==> src/rtl/ocp_pkg.sv <==
package ocp_pkg;
  typedef enum logic [1:0] {
    OCP_RUN  = 2'b00,
    OCP_TRIM = 2'b01,
    OCP_FOLD = 2'b10,
    OCP_HALT = 2'b11
  } ocp_mode_t;
endpackage

==> src/rtl/ocp_level.sv <==
module ocp_level #(
  parameter int LW      = 8,
  parameter int LVL_MAX = 255,
  parameter int LVL_MIN = 16,
  parameter int UP_STEP = 2,
  parameter int DN_STEP = 4
) (
  input  logic          clk,
  input  logic          rst_n,
  input  logic          tick,
  input  logic          above_lo,
  input  logic          above_hi,
  input  logic [1:0]    mag,
  output logic [LW-1:0] level,
  output logic          halt
);
  logic [LW-1:0] level_q, level_d;
  logic          halt_q;
  logic          level_en;
  logic [LW:0]   rate, up_val, dn_val;

  assign level_en = above_hi | tick;

  always_comb begin
    rate   = (LW+1)'(DN_STEP * (int'(mag) + 1));
    up_val = {1'b0, level_q} + (LW+1)'(UP_STEP);
    dn_val = {1'b0, level_q} - rate;
    if (above_hi) begin
      level_d = LW'(LVL_MIN);
    end else if (above_lo) begin
      if (dn_val[LW] || (dn_val < (LW+1)'(LVL_MIN)))
        level_d = LW'(LVL_MIN);
      else
        level_d = dn_val[LW-1:0];
    end else begin
      if (up_val > (LW+1)'(LVL_MAX))
        level_d = LW'(LVL_MAX);
      else
        level_d = up_val[LW-1:0];
    end
  end

  always_ff @(posedge clk or negedge rst_n) begin
    if (!rst_n) begin
      level_q <= LW'(LVL_MAX);
      halt_q  <= 1'b0;
    end else begin
      if (level_en) level_q <= level_d;
      halt_q <= above_hi;
    end
  end

  assign level = level_q;
  assign halt  = halt_q;

  // level stays inside its clamps
  a_r3_level_range: assert property (@(posedge clk) disable iff (!rst_n)
    (level_q >= LW'(LVL_MIN)) && (level_q <= LW'(LVL_MAX)));
  a_r4_trip_clamp: assert property (@(posedge clk) disable iff (!rst_n)
    above_hi |=> (level_q == LW'(LVL_MIN)) && halt_q);
  a_r5_hold: assert property (@(posedge clk) disable iff (!rst_n)
    (!above_hi && !tick) |=> $stable(level_q));
  a_r2_rise: assert property (@(posedge clk) disable iff (!rst_n)
    (tick && !above_lo && !above_hi) |=> (level_q >= $past(level_q)));
  a_r3_fall: assert property (@(posedge clk) disable iff (!rst_n)
    (tick && above_lo && !above_hi) |=> (level_q <= $past(level_q)));
  a_r9_release: assert property (@(posedge clk) disable iff (!rst_n)
    !above_hi |=> !halt_q);
endmodule

==> src/rtl/ocp_duty_map.sv <==
module ocp_duty_map #(
  parameter int LW         = 8,
  parameter int DW         = 8,
  parameter int FOLD_KNEE  = 80,
  parameter int DUTY_SHIFT = 7,
  parameter int DUTY_MIN   = 8,
  parameter int DUTY_MAX   = 235
) (
  input  logic [LW-1:0] level,
  output logic [DW-1:0] duty
);
  localparam int DUTY_KNEE = FOLD_KNEE + (1 << DUTY_SHIFT);
  localparam int PW        = LW + DW;

  logic [LW-1:0] off;
  logic [PW-1:0] prod;

  always_comb begin
    off  = level - LW'(FOLD_KNEE);
    prod = PW'(off) * PW'(DUTY_MAX - DUTY_MIN);
    if (level >= LW'(DUTY_KNEE))
      duty = DW'(DUTY_MAX);
    else if (level < LW'(FOLD_KNEE))
      duty = DW'(DUTY_MIN);
    else
      duty = DW'(DUTY_MIN) + DW'(prod >> DUTY_SHIFT);
  end
endmodule

==> src/rtl/ocp_fold_map.sv <==
module ocp_fold_map #(
  parameter int LW         = 8,
  parameter int SW         = 5,
  parameter int FOLD_KNEE  = 80,
  parameter int FOLD_SHIFT = 2
) (
  input  logic [LW-1:0] level,
  output logic [SW-1:0] scale
);
  localparam int STEPS = 16;

  logic [LW-1:0] diff, step;

  always_comb begin
    diff = LW'(FOLD_KNEE) - level;
    step = diff >> FOLD_SHIFT;
    if (level >= LW'(FOLD_KNEE))
      scale = SW'(4);
    else if (step > LW'(STEPS))
      scale = SW'(4 + STEPS);
    else
      scale = SW'(4) + SW'(step);
  end
endmodule

==> src/rtl/ocp_foldback.sv <==
module ocp_foldback #(
  parameter int LW         = 8,
  parameter int DW         = 8,
  parameter int FOLD_KNEE  = 80,
  parameter int FOLD_SHIFT = 2,
  parameter int DUTY_SHIFT = 7,
  parameter int DUTY_MIN   = 8,
  parameter int DUTY_MAX   = 235,
  parameter int UP_STEP    = 2,
  parameter int DN_STEP    = 4
) (
  input  logic          clk,
  input  logic          rst_n,
  input  logic          period_tick,
  input  logic          sense_lo,
  input  logic          sense_hi,
  input  logic [1:0]    sense_mag,
  output logic [DW-1:0] duty_cap,
  output logic [4:0]    period_scale,
  output logic          drive_off,
  output logic [1:0]    mode
);
  import ocp_pkg::*;

  localparam int LVL_MAX   = (1 << LW) - 1;
  localparam int LVL_MIN   = FOLD_KNEE - (16 << FOLD_SHIFT);
  localparam int DUTY_KNEE = FOLD_KNEE + (1 << DUTY_SHIFT);
  localparam int SW        = 5;

  logic [1:0]    rst_sync;
  logic          rst_sn;
  logic [LW-1:0] level;
  logic          halt;
  ocp_mode_t     mode_w;

  always_ff @(posedge clk or negedge rst_n) begin
    if (!rst_n) rst_sync <= 2'b00;
    else        rst_sync <= {rst_sync[0], 1'b1};
  end
  assign rst_sn = rst_sync[1];

  ocp_level #(
    .LW(LW), .LVL_MAX(LVL_MAX), .LVL_MIN(LVL_MIN),
    .UP_STEP(UP_STEP), .DN_STEP(DN_STEP)
  ) u_level (
    .clk(clk), .rst_n(rst_sn), .tick(period_tick),
    .above_lo(sense_lo), .above_hi(sense_hi), .mag(sense_mag),
    .level(level), .halt(halt)
  );

  ocp_duty_map #(
    .LW(LW), .DW(DW), .FOLD_KNEE(FOLD_KNEE), .DUTY_SHIFT(DUTY_SHIFT),
    .DUTY_MIN(DUTY_MIN), .DUTY_MAX(DUTY_MAX)
  ) u_duty (
    .level(level), .duty(duty_cap)
  );

  ocp_fold_map #(
    .LW(LW), .SW(SW), .FOLD_KNEE(FOLD_KNEE), .FOLD_SHIFT(FOLD_SHIFT)
  ) u_fold (
    .level(level), .scale(period_scale)
  );

  always_comb begin
    if (halt)                         mode_w = OCP_HALT;
    else if (level < LW'(FOLD_KNEE))  mode_w = OCP_FOLD;
    else if (level < LW'(DUTY_KNEE))  mode_w = OCP_TRIM;
    else                              mode_w = OCP_RUN;
  end

  assign mode      = mode_w;
  assign drive_off = halt;

  // duty ceiling and period stretch stay in range
  a_r10_duty_bounds: assert property (@(posedge clk) disable iff (!rst_sn)
    (duty_cap >= DW'(DUTY_MIN)) && (duty_cap <= DW'(DUTY_MAX)));
  a_r10_scale_bounds: assert property (@(posedge clk) disable iff (!rst_sn)
    (period_scale >= 5'd4) && (period_scale <= 5'd20));
  a_r7_fold_after_duty: assert property (@(posedge clk) disable iff (!rst_sn)
    (period_scale != 5'd4) |-> (duty_cap == DW'(DUTY_MIN)));
  a_r6_no_stretch_above_knee: assert property (@(posedge clk) disable iff (!rst_sn)
    (mode_w == OCP_TRIM || mode_w == OCP_RUN) |-> (period_scale == 5'd4));
  a_r4_halt_mode: assert property (@(posedge clk) disable iff (!rst_sn)
    drive_off |-> (mode == 2'b11));
endmodule

==> config.mk <==
export PLATFORM = sky130hd
export DESIGN_NAME = ocp_foldback
export DESIGN_NICKNAME = d
export VERILOG_FILES = /design/src/rtl/ocp_pkg.sv /design/src/rtl/ocp_level.sv /design/src/rtl/ocp_duty_map.sv /design/src/rtl/ocp_fold_map.sv /design/src/rtl/ocp_foldback.sv
export SDC_FILE = /design/constraint.sdc
export NUM_CORES = 1
export LEC_CHECK = 0
export CAP_MARGIN = 20
export CELL_PAD_IN_SITES_DETAIL_PLACEMENT = 1
export CELL_PAD_IN_SITES_GLOBAL_PLACEMENT = 2
export CORE_ASPECT_RATIO = 1.2
export CORE_MARGIN = 10
export CORE_UTILIZATION = 43
export DETAILED_ROUTE_END_ITERATION = 12
export DONT_BUFFER_PORTS = 1
export PLACE_DENSITY = 0.92
export REMOVE_ABC_BUFFERS = 1
export SETUP_SLACK_MARGIN = 0.02
export SYNTH_ARGS = -nofsm -noshare
export SYNTH_HDL_FRONTEND = slang
export SYNTH_SLANG_ARGS = --single-unit
==> constraint.sdc <==
create_clock -name clk -period 12.91 [get_ports clk]
set_clock_uncertainty 0.2 [all_clocks]
set_input_delay 0.6455 -clock clk [delete_from_list [all_inputs] [get_ports clk]]
set_output_delay 0.6455 -clock clk [all_outputs]
set_load 0.1 [all_outputs]
After elaboration in Yosys (flattened, before gate mapping)
Index checks and enable logic that the tools add are counted.
Widths: inputs -> output; s select.
{ "totals": {"reg_bits": 11, "output_inout_bits": 16} }
{ "op_classes": {"n_addsub": 7, "n_mul": 1, "magnitude_cmp": 7, "n_mux": 11, "n_bitwise": 1, "reduce_logical": 1} }
{ "op_table": {"columns": ["op", "count"], "rows": [
  ["$mux 8", 6],
  ["$mul 8x8->15 const B", 1],
  ["$mux 5", 2],
  ["$add 8x2->9 const B", 1],
  ["$gt 9x8->1 const B", 1],
  ["$lt 9x5->1 const B", 1],
  ["$sub 8x9->9", 1],
  ["$add 4x8->8 const A", 1],
  ["$ge 8x7->1 const B", 1],
  ["$ge 8x8->1 const B", 1],
  ["$lt 8x7->1 const B", 1],
  ["$lt 8x8->1 const B", 1],
  ["$sub 7x8->8 const A", 1],
  ["$sub 8x7->8 const B", 1],
  ["$gt 6x5->1 const B", 1],
  ["$add 3x5->5 const A", 1],
  ["$mux 2", 2],
  ["$add 2x1->3 const B", 1],
  ["$logic_or 1x1->1", 1],
  ["$mux 1", 1],
  ["$or 1x1->1", 1]
]} }

Longest topological paths before layout
Gate-level depths: netlist of run 1.
{ "depth": {"word_depth": 7, "mapped_depth": 22, "depth_no_buf": 20} }

By module
Synthesis of run 1 repeated with hierarchy kept, for this count alone.
{ "unflattened": {"hier_cells": 302, "area_unflattened_um2": 2700.1} }
{ "modules_own_cells": {"columns": ["module", "n_inst", "cells_each", "area_per_inst_um2", "seq_area_each_um2"], "rows": [
  ["ocp_duty_map", 1, 157, 1383.8, 0.0],
  ["ocp_level", 1, 103, 950.9, 235.2],
  ["ocp_fold_map", 1, 34, 276.5, 0.0],
  ["ocp_foldback", 1, 8, 88.8, 50.0]
]} }

Least setup slack after synthesis of run 1
Ideal clock, no wire load.
{ "synth_timing": {"path_type": "reg-to-output", "from": "register u_level.level_q[5], in the netlist u_level.level[5]", "to": "output port duty_cap[6]", "arrival_ns": 6.305, "slack_ns": 5.760, "path_stages_with_launch": 16, "path_buffers": 2, "path_cell_list": "dfstp_2 > clkbuf_1 > inv_1 > ha_1 > xnor2_1 > inv_1 > fa_1 > ha_1 > ha_1 > ha_1 > ha_1 > buf_2 > and4_1 > o21ai_0 > and3_1 > o311ai_1"} }
{ "synth_between": {"elab_chain_cells": 5} }
{ "synth_lines": {"columns": ["item", "line_no", "source"], "rows": [
  ["start, declared", "ocp_level.sv:17", "logic [LW-1:0] level_q, level_d;"],
  ["start signal, assigned", "ocp_level.sv:45", "level_q <= LW'(LVL_MAX);"],
  ["start signal, assigned", "ocp_level.sv:48", "if (level_en) level_q <= level_d;"],
  ["$sub 8x7->8", "ocp_duty_map.sv:19", "off = level - LW'(FOLD_KNEE);"],
  ["$mul 8x8->15", "ocp_duty_map.sv:20", "prod = PW'(off) * PW'(DUTY_MAX - DUTY_MIN);"],
  ["$add 4x8->8", "ocp_duty_map.sv:26", "duty = DW'(DUTY_MIN) + DW'(prod >> DUTY_SHIFT);"],
  ["$mux 8", "ocp_duty_map.sv:23", "else if (level < LW'(FOLD_KNEE))"],
  ["$mux 8 (*)", "ocp_duty_map.sv:21", "if (level >= LW'(DUTY_KNEE))"],
  ["end, declared", "ocp_foldback.sv:18", "output logic [DW-1:0] duty_cap,"]
]} }
Mark *: on every way between the ends. The rest lies on a longest branch, timed or not.

Worst setup path in the final report of run 1
{ "layout_timing": {"from": "register u_level.level_q[3], in the netlist u_level.level[3]", "to": "output port duty_cap[7]"} }
Same word-level chain as after synthesis.

==> run_results.csv, run 1 <==
group,metric,value,unit
outcome,status,"finished clean",
sta,finalSetupTns,0,ps
setup_path,crit_slowest_cell,"o31ai_4",
drt,drt_initial_violations,98,
die,std_cell_rows,31,
clock_network,cts-root-buf,"clkbuf_8",
final_layout,finish.net_count,401,
sta,report.final.slew_viol_count,0,
sta,final_min_period,7050,ps
yosys,synth-async-reset-ratio,1.00,
clock_network,total_of_cells_resized_after_clock_tree_synthesis,0,
final_layout,mostFrequentLayoutCells,"ha_1 (58), inv_1 (39), nand2_1 (21), a21oi_1 (20)",
die,design.core.area,6130,sq um
sta,layout_worst_path_cycle_share,0.546,
setup_path,crit_type,"reg2out",
drt,drtAntennaViolNets,0,
clock_network,clk_latency,250,ps
power,power.share.combinational,0.828,
die,num_io_pins,23,
clock_network,cts_buffers,3,
sta,number_of_failing_setup_endpoints_in_the_final_timing_report,0,
final_layout,post_route_cells_drive_above_1_share,0.0923,
yosys,syn-cell-area,2750,sq um
yosys,synth_top_flop_cell,"dfstp_2",
clock_network,cts_hold_repair.buffers,2,
global_routing,maximum_number_of_pins_on_one_net_before_global_route_repair,18,
drt,wl,7460,um
yosys,fraction_of_synthesized_cell_area_in_xor_and_xnor_cells,0.0889,
clock_network,clock_tree_from_tritoncts,"built",
yosys,largest_family_of_logic_cells_by_synthesized_area,"adder cells",
yosys,synth_cell_type_count,58,
clock_network,postCtsSetupRepairBufs,0,
run,drv.max_cap_violation_count,0,
yosys,synth.yosys.seq_area_share,0.104,
global_routing,grt_pass1_wl,12400,um
clock_network,cts.sink_count,11,
setup_path,worst-endpoint-required,12060,ps
setup_path,critical_path.endpoint_type,"primary output",
placed_design,port-buffer-count,0,
clock_network,ctsHtreeMaxLevel,1,
setup_path,crit_path_cell_trace,"inv_1 -> fa_1 -> inv_1 -> ha_1 -> inv_1 -> fa_1 -> fa_1 -> inv_1 -> ha_1 -> nand2_1 -> a2111oi_2 -> a311oi_1 -> nand2_1 -> a21oi_1 -> xnor2_1 -> ha_1 -> nand3_1 -> mux2i_1 -> a21oi_1 -> o31ai_4",
clock_network,max-clock-path-buffers,2,
power,power.net_switching,306,uW
global_routing,antenna_found_initial,0,
worst_hold_path,hold_path_class,"reg2reg",
yosys,synth_fa_ha_area_frac,0.337,
power,power.static_leakage,0.00138,uW
drt,vias,2410,
power,power_switching_share,0.625,
die,die_width,92.9,um
yosys,synthDominantAreaCellType,"ha_1",
placed_design,dpl.hpwl,6220,um
yosys,synth_top_cells_by_area,"ha_1 (26%), dfstp_2 (7.7%), fa_1 (7.3%), xnor2_1 (5.7%), inv_1 (5.3%)",
yosys,synth-compound-area-share,0.227,
final_layout,syn_to_final_growth,6.06,%
final_layout,layout.cells.most_common,"ha_1",
drt,routed_wire_length_per_instance,18.3,um
power,internal-power,183,uW
die,die_footprint,9990,sq um
yosys,synth_simple_gate_area_share,0.157,
setup_path,start_kind,"flip-flop",
sta,worst_pin_slew,1100,ps
setup_path,critical_path.max_stage_delay,900,ps
power,vdd_drop_max,0.0000931,V
sta,timing.slew.headroom,0.267,
die,initial_utilization,0.448,
yosys,synth.area.mux_share,0.0109,
setup_path,critPathArrivalTime,6200,ps
power,power_per_cell_area,168,nW/um^2
setup_path,path_delay_family,"adder cells",
final_layout,diodes,0,
drt,remaining_routing_drc_violations,0,
clock_network,clk_pin_slew,50,ps
yosys,synthesis.instances,329,
power,power.share.clock,0.076,
final_layout,fin_util,0.475,
power,seq_power_share,0.097,
setup_path,path_common_cell,"inv_1",
yosys,synth_enable_flop_cells,0,
die,die_h,108,um
sta,unrepaired_setup_endpoints_after_global_routing,"false",
setup_path,timing.critical_path.fanout_max,12,
yosys,synthDominantCellAreaShare,0.264,
drt,detail_route.vias_per_cell,5.92,
yosys,mapped_avg_cell_area,8.34,sq um
global_routing,grt_overflow,0,
setup_path,path_buf_inv,4,
drt,dr.pass1.iters,6,
sta,hold_viol,0,
yosys,ys_warn_count,0,
global_routing,grt_usage,0.148,
global_routing,grt_pass1_vias,2509,
yosys,ys_ff_latch,11,
placed_design,gp_congestion,0.907,
sta,max_freq,142,MHz
==> power by group through the flow <==
stage	Combinational [uW]	Clock (uW)	Sequential (uW)
final	404	36.9	47.4
after global routing	445	38.9	48.2
after CTS	409	37.8	47.4
after detailed placement	405	0	47.9
after global placement	400	0	47.7
after floorplan	329	0	45.2
==> final cells by class <==
cell class,count,area [sq um]
Fill cell,787,3220
Timing Repair Buffer,3,27.5
Multi-Input combinational cell,268,2300
Clock inverter,1,5.00
Sequential cell,11,285
Clock buffer,3,41.3
Tap cell,82,103
Inverter,39,146
==> flip-flops by register name, indices dropped and copies added, names as in the netlist <==
signal / count
u_level.halt: 1
rst_sync: 2
u_level.level: 8
==> cell families (layout without fill, tap and decap cells) <==
group,count (synthesis),count (layout)
buf+inv,50,46
fa+ha+maj,68,68
simple gates,80,80
compound gates,89,89
other cells,1,1
mux,3,3
xor+xnor,27,27
flops,11,11
==> worst register-to-register path, delay by kind of cell (launching register included) <==
| family | cells | cell delay [ps] |
|---|---|---|
| flip-flops | 1 | 650 |
| AO/OA/AOI/OAI | 3 | 910 |
| adder cells (fa/ha/maj) | 2 | 520 |
| XOR/XNOR | 1 | 230 |
| AND/OR/NAND/NOR | 1 | 70 |
| buffers and inverters | 2 | 240 |
==> per-layer routing <==
layer	GRT usage	part of all wire	vias up
met2	0.279	0.55	35
met3	0.0167	0.022	11
met4	0.0419	0.021	0
li1	-	-	1161
met1	0.170	0.41	1203
met5	0	0	-
==> worst paths after layout <==
path	slack, ps	start	end	cells after the start
worst min register to register	150	rst_sync[0]$_DFF_PN0_	rst_sync[1]$_DFF_PN0_	0
worst max register to register	10000	u_level.level[2]$_DFFE_PN1P_	u_level.level[3]$_DFFE_PN1P_	9
min in group asynchronous	230	rst_sync[1]$_DFF_PN0_	u_level.level[5]$_DFFE_PN1P_	0
max in group asynchronous	11750	rst_sync[1]$_DFF_PN0_	u_level.halt$_DFF_PN0_	1
worst max-delay path	5860	u_level.level[3]$_DFFE_PN1P_	duty_cap[7]	20
worst min-delay path	150	rst_sync[0]$_DFF_PN0_	rst_sync[1]$_DFF_PN0_	0
==> per-stage QoR <==
step | instance area, sq um | std cells | setup slack (ps) | hold slack (ps) | power (uW)
finish | 2910 | 407 | 5860 | 149 | 489
global route | 2910 | 407 | 5540 | 155 | 532
CTS | 2910 | 407 | 5880 | 154 | 494
detailed placement | 2850 | 401 | 6170 | -37.7 | 453
global placement | 2850 | 401 | 6320 | -41.9 | 448
floorplan | 2690 | 318 | 5940 | -98.4 | 374
==> cell usage after synthesis (3+ instances only) <==
library cell / n
fa_1: 10
o21ai_1: 3
inv_1: 39
o31a_1: 4
and3_1: 6
nor3_1: 4
xnor2_1: 18
a21o_1: 7
nor2b_1: 3
a21oi_1: 20
a31oi_1: 4
and2_1: 3
nand4_1: 3
nor2_1: 18
a221oi_1: 3
dfrtp_1: 3
o21a_1: 5
o21ai_0: 16
mux2i_1: 3
nand3_1: 6
nand2_1: 21
ha_1: 58
buf_2: 6
clkbuf_1: 4
dfstp_2: 8
xor2_1: 8
o311ai_0: 3
Note: power is estimated with default switching activity, not from simulation.
==> inputs of run 2 (changes only) <==
--- a/config.mk
+++ b/config.mk
@@ -10,10 +10,10 @@
 export CELL_PAD_IN_SITES_GLOBAL_PLACEMENT = 2
 export CORE_ASPECT_RATIO = 1.2
 export CORE_MARGIN = 10
-export CORE_UTILIZATION = 43
+export CORE_UTILIZATION = 36
 export DETAILED_ROUTE_END_ITERATION = 12
 export DONT_BUFFER_PORTS = 1
-export PLACE_DENSITY = 0.92
+export PLACE_DENSITY = 0.83
 export REMOVE_ABC_BUFFERS = 1
 export SETUP_SLACK_MARGIN = 0.02
 export SYNTH_ARGS = -nofsm -noshare
==> constraint.sdc (replaced) <==
create_clock -name clk -period 5.97 [get_ports clk]
set_clock_uncertainty 0.2 [all_clocks]
set_input_delay 0.2985 -clock clk [delete_from_list [all_inputs] [get_ports clk]]
set_output_delay 0.2985 -clock clk [all_outputs]
set_load 0.1 [all_outputs]
==> run_results.csv, run 2 (synthesis results as in run 1) <==
group,metric,value,unit
drt,drt_initial_violations,67,
setup_path,startpoint,"u_level.level[2]$_DFFE_PN1P_",
die,num_io_pins,23,
power,power_per_cell_area,358,nW/um^2
die,die_width,99.7,um
sta,number_of_failing_setup_endpoints_in_the_final_timing_report,0,
drt,dr.pass1.iters,4,
drt,wl,8050,um
global_routing,grt_usage,0.140,
setup_path,worst-endpoint-required,5470,ps
die,std_cell_rows,34,
clock_network,cts-root-buf,"clkbuf_8",
placed_design,place_area,2980,sq um
global_routing,grt_overflow,0,
clock_network,cts.sink_count,11,
sta,hold_viol,0,
sta,finalSetupTns,0,ps
sta,unrepaired_setup_endpoints_after_global_routing,"false",
sta,timing.slew.headroom,0.287,
setup_path,crit_type,"reg2out",
sta,report.final.slew_viol_count,0,
setup_path,worst_r2r_path_depth,10,
clock_network,clk_pin_slew,60,ps
sta,max_freq,176,MHz
placed_design,gp_congestion,0.896,
final_layout,post_route_cells_drive_above_1_share,0.167,
final_layout,mostFrequentLayoutCells,"ha_1 (55), inv_1 (38), nand2_1 (20), a21oi_1 (19), buf_4 (19)",
die,design.core.area,7360,sq um
die,die_h,116,um
clock_network,clk_latency,250,ps
drt,detail_route.vias_per_cell,5.66,
worst_hold_path,hold-path-cell-count,2,
outcome,status,"finished clean",
power,power.static_leakage,0.00149,uW
final_layout,largest_reg_flops,8,
global_routing,met2_usage,0.271,
global_routing,grt.met3_usage,0.0137,
clock_network,max-clock-path-buffers,2,
drt,remaining_routing_drc_violations,0,
global_routing,met1_usage,0.149,
global_routing,grt_pass1_vias,2717,
power,vdd_drop_max,0.000382,V
global_routing,top_usage_layer,"met2",
drt,routed_wire_length_per_instance,18.4,um
global_routing,grt_pass1_wl,13300,um
sta,final_min_period,5670,ps
placed_design,dpl.hpwl,6570,um
die,die_footprint,11500,sq um
clock_network,clock_tree_from_tritoncts,"built",
die,initial_utilization,0.373,
clock_network,ctsHtreeMaxLevel,1,
setup_path,critPathArrivalTime,5170,ps
setup_path,start_kind,"flip-flop",
global_routing,antenna_found_initial,0,
final_layout,fillerInstances,888,
global_routing,maximum_number_of_pins_on_one_net_before_global_route_repair,15,
sta,worst_pin_slew,1070,ps
worst_hold_path,hold_path_class,"in2reg",
setup_path,timing.critical_path.fanout_max,5,
final_layout,final_cell_count_no_fill,437,
final_layout,finish.net_count,423,
final_layout,diodes,0,
run,drv.max_cap_violation_count,0,
clock_network,cts_buffers,3,
placed_design,numPlacedInstances,424,
sta,layout_worst_path_cycle_share,0.949,
final_layout,design_area,3170,sq um
setup_path,critical_path.endpoint_type,"primary output",
drt,drtAntennaViolNets,0,
setup_path,r2r-start,"u_level.level[2]$_DFFE_PN1P_",
drt,vias,2474,
placed_design,port-buffer-count,0,
worst_hold_path,min_from,"period_tick",
final_layout,layout.cells.most_common,"ha_1",
final_layout,syn_to_final_growth,15.5,%
run 2: where the power goes:
part / internal, uW / leakage, uW / switching, uW
logic: 319 / 0.00135 / 648
registers: 82.4 / 0.000118 / 8.54
clock network: 46.0 / 0.0000255 / 31.3
run 2: cell type report:
cell class	instances	area [sq um]	share of cell area
clock buffer	3	41.3	0.0130
clock inverter	1	5.00	0.00158
inverter	39	150	0.0474
multi-input combinational	268	2360	0.745
sequential	11	285	0.0900
tap	90	113	0.0355
timing repair buffer	25	213	0.0671
run 2: metal layers:
layer,part of all wire,vias to the layer above
met5,0,-
met4,0.032,0
met3,0.014,17
met2,0.55,27
met1,0.41,1221
li1,-,1209
run 2: critical path, cell delays in order, from the launching register on:
cell        delay [ps]
dfstp_2            550
clkinvlp_4         110
fa_1               510
inv_1               40
ha_1               260
inv_1               50
fa_1               500
fa_1               550
inv_1               50
ha_2               380
a21o_1             200
a21oi_1             90
o31a_1             130
xnor2_1            350
ha_2               300
nand3b_1            90
mux2i_1            180
a21oi_1            100
o31ai_4            270
buf_12             210
run 2: timing repair:
action / in CTS / in global routing
hold buffers: 5 / 0
pin swaps: 0 / 2
hold endpoints to repair: 10 / 0
gates resized for setup: 3 / 9
setup endpoints to repair: 1 / 1
buffers inserted: 0 / 4
run 2: worst paths after layout:
| kind | slack, ps | endpoint |
|---|---|---|
| worst max-delay path | 300 | duty_cap[7] |
| worst min-delay path | 10 | u_level.level[5]$_DFFE_PN1P_ |
| worst max register to register | 3040 | u_level.level[3]$_DFFE_PN1P_ |
| worst min register to register | 150 | rst_sync[1]$_DFF_PN0_ |
| max in group asynchronous | 4800 | u_level.halt$_DFF_PN0_ |
| min in group asynchronous | 80 | rst_sync[0]$_DFF_PN0_ |
run 2: metrics by stage:
step / util / power, uW / hold slack, ps / setup WS, ps
2_1_floorplan: - / 808 / -197 / -649
3_3_place_gp: 0.405 / 1010 / -197 / 311
3_5_place_dp: 0.405 / 1030 / -197 / 33.0
4_1_cts: 0.421 / 1120 / 5.93 / 50.4
5_1_grt: 0.431 / 1240 / 19.0 / 23.3
6_report: 0.431 / 1140 / 11.3 / 302
==> inputs of run 3 (changes only) <==
--- a/config.mk
+++ b/config.mk
@@ -5,15 +5,16 @@
 export SDC_FILE = /design/constraint.sdc
 export NUM_CORES = 1
 export LEC_CHECK = 0
+export ABC_AREA = 1
 export CAP_MARGIN = 20
 export CELL_PAD_IN_SITES_DETAIL_PLACEMENT = 1
 export CELL_PAD_IN_SITES_GLOBAL_PLACEMENT = 2
 export CORE_ASPECT_RATIO = 1.2
 export CORE_MARGIN = 10
-export CORE_UTILIZATION = 36
+export CORE_UTILIZATION = 34
 export DETAILED_ROUTE_END_ITERATION = 12
 export DONT_BUFFER_PORTS = 1
-export PLACE_DENSITY = 0.83
+export PLACE_DENSITY = 0.84
 export REMOVE_ABC_BUFFERS = 1
 export SETUP_SLACK_MARGIN = 0.02
 export SYNTH_ARGS = -nofsm -noshare
==> run_results.csv, run 3 <==
group,metric,value,unit
final_layout,largest_reg_flops,8,
sta,final_min_period,5510,ps
drt,wl,7190,um
clock_network,ctsHtreeMaxLevel,1,
final_layout,finish.net_count,493,
sta,worst_pin_slew,1070,ps
yosys,synthDominantAreaCellType,"ha_1",
yosys,syn-cell-area,2780,sq um
final_layout,syn_to_final_growth,9.49,%
drt,remaining_routing_drc_violations,0,
setup_path,critPathArrivalTime,5010,ps
drt,drt_initial_violations,35,
die,std_cell_rows,36,
sta,hold_viol,1,
yosys,synth-async-reset-ratio,1.00,
drt,detail_route.vias_per_cell,4.89,
final_layout,mostFrequentLayoutCells,"nand2_1 (114), inv_1 (67), ha_1 (58), nand3_1 (32), nor2_1 (17)",
yosys,ys_ff_latch,11,
global_routing,antenna_found_initial,0,
outcome,violations,"negative hold slack",
setup_path,regToRegSetupSlack,3450,ps
clock_network,clk_pin_slew,50,ps
run,drv.max_cap_violation_count,0,
placed_design,port-buffer-count,0,
final_layout,diodes,0,
final_layout,post_route_cells_drive_above_1_share,0.141,
die,design.core.area,8060,sq um
sta,layout_worst_path_cycle_share,0.922,
setup_path,crit_type,"reg2out",
die,die_h,119,um
setup_path,worst-endpoint-required,5470,ps
drt,vias,2505,
setup_path,start_kind,"flip-flop",
sta,number_of_failing_setup_endpoints_in_the_final_timing_report,0,
global_routing,grt_usage,0.124,
setup_path,timing.critical_path.fanout_max,11,
worst_hold_path,hold_path_class,"in2reg",
sta,unrepaired_setup_endpoints_after_global_routing,"false",
die,num_io_pins,23,
yosys,synth_top_cells_by_area,"ha_1 (26%), nand2_1 (15%), inv_1 (9.0%), dfstp_2 (7.6%), fa_1 (7.2%)",
global_routing,grt_pass1_vias,2652,
yosys,synthDominantCellAreaShare,0.261,
sta,finalHoldWorstSlack,-4.83,ps
global_routing,grt_pass1_wl,12500,um
yosys,synth.yosys.seq_area_share,0.103,
sta,report.final.slew_viol_count,0,
clock_network,cts-root-buf,"clkbuf_8",
die,die_width,103,um
setup_path,critical_path.endpoint_type,"primary output",
drt,drtAntennaViolNets,0,
die,initial_utilization,0.345,
yosys,synth_enable_flop_cells,0,
clock_network,cts_buffers,3,
yosys,synth_common_cells,"nand2_1 (114), inv_1 (67), ha_1 (58)",
sta,finalSetupTns,0,ps
clock_network,clock_tree_from_tritoncts,"built",
global_routing,maximum_number_of_pins_on_one_net_before_global_route_repair,12,
yosys,synthesis.instances,404,
yosys,mapped_avg_cell_area,6.88,sq um
drt,routed_wire_length_per_instance,14.0,um
placed_design,gp_congestion,0.889,
yosys,synth_top_flop_cell,"dfstp_2",
drt,dr.pass1.iters,4,
sta,max_freq,182,MHz
global_routing,grt_overflow,0,
yosys,synthMostInstantiatedCell,"nand2_1",
placed_design,dpl.hpwl,6490,um
clock_network,max-clock-path-buffers,2,
sta,timing.slew.headroom,0.288,
yosys,synth_cell_type_count,37,
clock_network,clk_latency,240,ps
clock_network,cts.sink_count,11,
die,die_footprint,12200,sq um
final_layout,layout.cells.most_common,"nand2_1",
yosys,ys_warn_count,0,
outcome,status,"complete, but fails checks",
==> run 3: cell count changes in the layout (fill, tap and decap cells not counted), moves of 8 or more <==
cell / before / now
nand2_1: 20 / 114
inv_1: 38 / 67
nand3_1: 6 / 32
buf_4: 19 / 7
nor2_2: 0 / 11
xnor2_1: 16 / 7
a21oi_1: 19 / 11
o21ai_0: 13 / 5
==> run 3: repair_timing <==
action,4_1_cts,5_1_grt
hold buffers,3,1
setup buffers,0,0
endpoints found under the hold margin,4,1
gates resized for setup,0,1
setup endpoints to repair,0,1
==> run 3: worst max-delay path, cell delays in order, from the launching register on <==
cell     delay (ps)
dfstp_2         670
inv_4            90
ha_1            270
or2_1           260
nand2_1         180
inv_1           130
ha_1            340
ha_1            290
inv_1            50
fa_1            530
inv_1            40
ha_1            350
nand2_1         110
nor2_1          150
nand2_1          70
nand2_1         100
nand2_1          80
nand2_1          60
nand2_1          50
nand2_1         100
ha_1            180
inv_1            60
nor2_2          110
nand2_1          60
nand2_1          60
nand3_1          60
nand2_1          90
buf_6           230
==> run 3: logic make-up (layout without fill, tap and decap cells) <==
kind of cell	count (synthesis)	in the layout	synth area share
AO/OA/AOI/OAI	32	32	0.0666
XOR/XNOR	20	20	0.0711
adder cells (fa/ha/maj)	68	68	0.333
buffers and inverters	77	90	0.111
flip-flops	11	11	0.103
other	1	1	0.00135
AND/OR/NAND/NOR	195	195	0.315
==> run 3: path summary, 6_finish.rpt <==
check,startpoint,end,depth (start not counted)
max in group asynchronous,rst_sync[1]$_DFF_PN0_,u_level.halt$_DFF_PN0_,1
worst min register to register,rst_sync[0]$_DFF_PN0_,rst_sync[1]$_DFF_PN0_,0
worst max register to register,u_level.level[2]$_DFFE_PN1P_,u_level.level[0]$_DFFE_PN1P_,14
worst max-delay path,u_level.level[4]$_DFFE_PN1P_,duty_cap[7],27
min in group asynchronous,rst_n,rst_sync[0]$_DFF_PN0_,1
worst min-delay path,sense_lo,u_level.level[6]$_DFFE_PN1P_,3
==> run 3: through the flow <==
stage          hold WS (ps)  cells   util  worst slack (ps)  instance area, sq um
3_3_place_gp           -197    504  0.367               790                  2960
6_report              -4.83    512  0.378               464                  3050
3_5_place_dp           -197    504  0.367               647                  2960
2_1_floorplan          -197    401      -               206                  2750
4_1_cts               0.351    511  0.376               379                  3030
5_1_grt                6.75    512  0.378              50.6                  3050
==> run 3: area by class of cell <==
class,instances,area [sq um]
inverters,74,280
flip-flops and latches,11,285
clock buffers,4,45.0
well taps,95,119
repair buffers,12,104
fillers,1042,5020
multi-input cells,316,2210
==> run 3: layer usage <==
metal	track usage	wire length (um)	share of wire
met3	0.0150	215	0.030
met1	0.138	2990	0.42
met2	0.240	3890	0.54
met4	0.0203	94	0.013
met5	0	0	0
Power of run 3 is not shown: default switching activity piles up to over one toggle a cycle in this logic, so the estimate is an artifact.
